<file path="src/rtl/bus_xcvr_pkg.sv">
package bus_xcvr_pkg;
  parameter int unsigned BUS_W_DEF = 18;
  parameter int unsigned N_DIR     = 2;
  typedef enum logic [0:0] {DIR_AB = 1'b0, DIR_BA = 1'b1} dir_e;
endpackage

</file>
<file path="src/rtl/xcvr_edge_det.sv">
module xcvr_edge_det (
  input  logic clk,
  input  logic rst_n,
  input  logic lvl,
  output logic rise
);
  logic lvl_q;
  logic lvl_d;

  always_comb begin
    lvl_d = lvl;
  end

  always_ff @(posedge clk or negedge rst_n) begin
    if (!rst_n) lvl_q <= 1'b0;
    else        lvl_q <= lvl_d;
  end

  assign rise = lvl & ~lvl_q;
endmodule

</file>
<file path="src/rtl/xcvr_lane.sv">
module xcvr_lane #(
  parameter int unsigned W = 18
) (
  input  logic         clk,
  input  logic         rst_n,
  input  logic [W-1:0] din,
  input  logic         le,
  input  logic         cp,
  input  logic         ce_n,
  output logic [W-1:0] dout
);
  logic         rise;
  logic         load;
  logic [W-1:0] q_r;
  logic [W-1:0] q_nx;

  xcvr_edge_det u_edge (
    .clk  (clk),
    .rst_n(rst_n),
    .lvl  (cp),
    .rise (rise)
  );

  // transparency wins over any strobe edge
  always_comb begin
    load = le | (rise & ~ce_n);
    q_nx = load ? din : q_r;
  end

  always_ff @(posedge clk or negedge rst_n) begin
    if (!rst_n) q_r <= '0;
    else        q_r <= q_nx;
  end

  assign dout = le ? din : q_r;

  p_hold_r3: assert property (@(posedge clk) disable iff (!rst_n)
    (!le && !rise) |=> (le || $stable(dout)));

  p_capture_r4: assert property (@(posedge clk) disable iff (!rst_n)
    (!le && rise && !ce_n) |=> (le || dout == $past(din)));

  p_gate_block_r5: assert property (@(posedge clk) disable iff (!rst_n)
    (!le && rise && ce_n) |=> (le || $stable(dout)));

  p_latch_close_r9: assert property (@(posedge clk) disable iff (!rst_n)
    le |=> (le || dout == $past(din)));
endmodule

</file>
<file path="src/rtl/bus_xcvr.sv">
module bus_xcvr
  import bus_xcvr_pkg::*;
#(
  parameter int unsigned BUS_W = BUS_W_DEF
) (
  input  logic             clk,
  input  logic             rst_n,
  input  logic [BUS_W-1:0] a_in,
  input  logic [BUS_W-1:0] b_in,
  input  logic             oe_ab_n,
  input  logic             le_ab,
  input  logic             cp_ab,
  input  logic             ce_ab_n,
  input  logic             oe_ba_n,
  input  logic             le_ba,
  input  logic             cp_ba,
  input  logic             ce_ba_n,
  output logic [BUS_W-1:0] b_out,
  output logic [BUS_W-1:0] b_drv,
  output logic [BUS_W-1:0] a_out,
  output logic [BUS_W-1:0] a_drv
);
  logic [N_DIR-1:0][BUS_W-1:0] din_v;
  logic [N_DIR-1:0][BUS_W-1:0] dout_v;
  logic [N_DIR-1:0][BUS_W-1:0] drv_v;
  logic [N_DIR-1:0]            oe_n_v;
  logic [N_DIR-1:0]            le_v;
  logic [N_DIR-1:0]            cp_v;
  logic [N_DIR-1:0]            ce_n_v;

  assign din_v[DIR_AB]  = a_in;
  assign din_v[DIR_BA]  = b_in;
  assign oe_n_v[DIR_AB] = oe_ab_n;
  assign oe_n_v[DIR_BA] = oe_ba_n;
  assign le_v[DIR_AB]   = le_ab;
  assign le_v[DIR_BA]   = le_ba;
  assign cp_v[DIR_AB]   = cp_ab;
  assign cp_v[DIR_BA]   = cp_ba;
  assign ce_n_v[DIR_AB] = ce_ab_n;
  assign ce_n_v[DIR_BA] = ce_ba_n;

  for (genvar d = 0; d < N_DIR; d++) begin : g_dir
    xcvr_lane #(.W(BUS_W)) u_lane (
      .clk  (clk),
      .rst_n(rst_n),
      .din  (din_v[d]),
      .le   (le_v[d]),
      .cp   (cp_v[d]),
      .ce_n (ce_n_v[d]),
      .dout (dout_v[d])
    );
    assign drv_v[d] = {BUS_W{~oe_n_v[d]}};
  end

  assign b_out = dout_v[DIR_AB];
  assign b_drv = drv_v[DIR_AB];
  assign a_out = dout_v[DIR_BA];
  assign a_drv = drv_v[DIR_BA];

  p_drive_uniform_r6: assert property (@(posedge clk) disable iff (!rst_n)
    ($countones(b_drv) == 0 || $countones(b_drv) == BUS_W) &&
    ($countones(a_drv) == 0 || $countones(a_drv) == BUS_W));
endmodule

</file>
<file path="config.mk">
export PLATFORM = sky130hd
export DESIGN_NAME = bus_xcvr
export DESIGN_NICKNAME = d
export VERILOG_FILES = /design/src/rtl/bus_xcvr_pkg.sv /design/src/rtl/xcvr_edge_det.sv /design/src/rtl/xcvr_lane.sv /design/src/rtl/bus_xcvr.sv
export SDC_FILE = /design/constraint.sdc
export NUM_CORES = 1
export LEC_CHECK = 0
export BUFFER_PORTS_ARGS = -buffer_cell sky130_fd_sc_hd__buf_2
export CORE_ASPECT_RATIO = 0.9
export CORE_MARGIN = 4
export CORE_UTILIZATION = 49
export CTS_CLUSTER_SIZE = 16
export DETAILED_ROUTE_END_ITERATION = 7
export GPL_ROUTABILITY_DRIVEN = 0
export PLACE_DENSITY = 0.89
export SYNTH_ARGS = -nofsm -noshare
export SYNTH_HDL_FRONTEND = slang
export SYNTH_HIERARCHICAL = 1
export SYNTH_SLANG_ARGS = --single-unit
export TNS_END_PERCENT = 10
</file>
<file path="constraint.sdc">
create_clock -name clk -period 2.3 [get_ports clk]
set_input_delay 0.46 -clock clk [delete_from_list [all_inputs] [get_ports clk]]
set_output_delay 0.46 -clock clk [all_outputs]
set_load 0.005 [all_outputs]
</file>
==> flow_summary.toml <==
[pwr]
p_leak_uw = 0.00139
ir_drop_v = 0.000476
p_per_area_nw_per_um2 = 599

[clocking]
cts_setup_buffers = 0
cts_buffers = 5
clockRootBuffer = "clkbuf_8"
hold_buffers = 1
clk_pin_slew_ns = 0.07
cts_resized = 0
cts_tree = "built"
clk_latency_ns = 0.28
cts_sinks = 38
cts_buffer_depth = 2
htreeDepth = 2

[detailed_routing]
drc = 0
wl_per_cell_um = 13.8
routed_wl_mm = 4.28
first_pass_iters = 4
avgViaCountPerCell = 4.73
drt.antenna.violating_nets = 0
routed-wl-met3_um = 404
m1WireLength_mm = 1.69
drt_iter0_markers = 51
routed.top_layer = "met4"
dr_total_vias = 1466
route.met2.wl_mm = 2.13

[cells_and_area]
seqCellArea_um2 = 951
n_antenna_cell = 0
num-fill-cells = 380
multiInputGateArea_um2 = 946
final_layout_size_suffix_gt1_share_pct = 82.3
syn_to_final_growth_pct = 21.4
layout.nets = 293

[placement]
io_buffers = 117
dpl.hpwl_mm = 3.28
place_ws_ns = 0.443

[logic_synthesis]
syn_nets = 204
ys.warnings.count = 6
synth_area_leaders = "dfrtp_1 (42%), mux2_2 (26%), mux2_4 (13%), buf_4 (11%), buf_12 (1.8%)"
yosys_register_bits = 38
yosysTopAreaCell = "dfrtp_1"
ys_types = 10
avgSynthCellArea_um2 = 14.2
netlist.area_leader.share_pct = 42.5
yosysSeqAreaShare_pct = 42.5
syn_area_um2 = 2240
syn_inst = 158

[hold_path]
min-delay-start = "cp_ba"
min_path_cells = 1
min_path_type = "in2reg"
holdPathEnd = "g_dir[1].u_lane/u_edge/lvl_q"

[global_routing]
overflow = 0
grt_max_degree = 20
grt_pass1_vias = 1343
grt_first_pass_wirelength_mm = 6.17
grt_util_all_layers_pct = 14.0
antenna_found_initial = 0

[timing]
timing.final.crit_share_pct = 80.7
worst_slack_ns = 0.444
setup_tns_ns = 0
skew_ns = 0.00431
rsz0062_at_grt = "false"
max_freq_ghz = 0.539
holdWs_ns = 0.297
slew_viol_final = 0
hold_viol_final = 0
worst_pin_slew_ns = 0.480
finalSetupViolCount = 0
maxSlewHeadroom_pct = 68.0
finalCriticalPeriod_ns = 1.86

[job]
drv_cap = 0

[die]
ios = 118
coreArea_um2 = 4430
dieArea_um2 = 5720
placementRows = 23
start_util_pct = 50.5
die_width_um = 79.3
die-height_um = 72.1

[worst_setup_path]
path_max_fanout = 19
rr_startpoint = "g_dir[1].u_lane/u_edge/lvl_q"
path_class = "in2out"
ff2ff_setup_slack_ns = 0.88
crit_path_end_kind = "primary output"
required_ns = 1.84
start_kind = "primary input"
cp.arrival_ns = 1.40
r2r-end = "g_dir[1].u_lane/q_r[16]"
ff2ff_path_depth = 4

[run_status]
outcome = "finished clean"
-- flip-flops by register name (all words and copies together), names as in the netlist --
signal                     count
g_dir.u_lane/q_r              36
g_dir.u_lane/u_edge/lvl_q      2
-- critical path: stages --
cell and delay [ns]:
buf_2 0.39, mux2_2 0.41, buf_2 0.13
-- layout make-up --
type | count | area share, %
flip-flops and latches | 38 | 35.0
repair buffers | 122 | 23.5
clock inverters | 1 | 0.184
clock buffers | 7 | 3.18
multi-input cells | 76 | 34.8
inverters | 4 | 0.552
well taps | 62 | 2.85
-- cells in the mapped netlist, drive strengths merged --
| library cell | count |
|---|---|
| mux2 | 72 |
| buf | 40 |
| inv | 4 |
| nor2b | 2 |
| a21oi | 2 |
| dfrtp | 38 |
-- cells by family after synthesis --
family / synth area share [%]
multiplexers: 39.6
buffers and inverters: 15.3
flip-flops: 42.5
AO/OA/AOI/OAI: 1.45
AND/OR/NAND/NOR: 1.23
-- metrics by stage --
| stage | instance area [um2] | utilization (%) | total power (uW) | instances |
|---|---|---|---|---|
| finish | 2720 | 61.3 | 1630 | 310 |
| global route | 2720 | 61.3 | 1720 | 310 |
| CTS | 2720 | 61.3 | 1660 | 310 |
| floorplan | 2240 | - | 1050 | 158 |
| detailed placement | 2620 | 59.1 | 1190 | 301 |
| global placement | 2620 | 59.1 | 1170 | 301 |
-- worst max path at each step --
stage	to	cells past startpoint	slack [ns]	start
detailed placement	b_out[12]	3	0.44	le_ab
global placement	b_out[10]	3	0.45	le_ab
finish	b_out[12]	3	0.44	le_ab
floorplan	a_out[10]	3	0.69	le_ba
global route	b_out[12]	3	0.41	le_ab
CTS	b_out[12]	3	0.43	le_ab
-- power breakdown --
part	internal (uW)	switching (uW)
registers	737	35.6
logic	244	153
clock network	242	218
total	1220	406
-- layout by cell type (no fill, tap or decap), drive strengths merged --
cell type,instances
clkinv,1
buf,121
clkbuf,7
mux2,72
inv,4
dlygate4sd3,1
a21oi,2
nor2b,2
dfrtp,38
-- metal layers --
| layer | GRT usage (%) | vias to the layer above |
|---|---|---|
| li1 | - | 688 |
| met1 | 16.7 | 702 |
| met2 | 24.3 | 71 |
| met3 | 3.60 | 5 |
| met4 | 5.73 | 0 |
| met5 | 0 | - |
(Power assumes the default switching activity.)
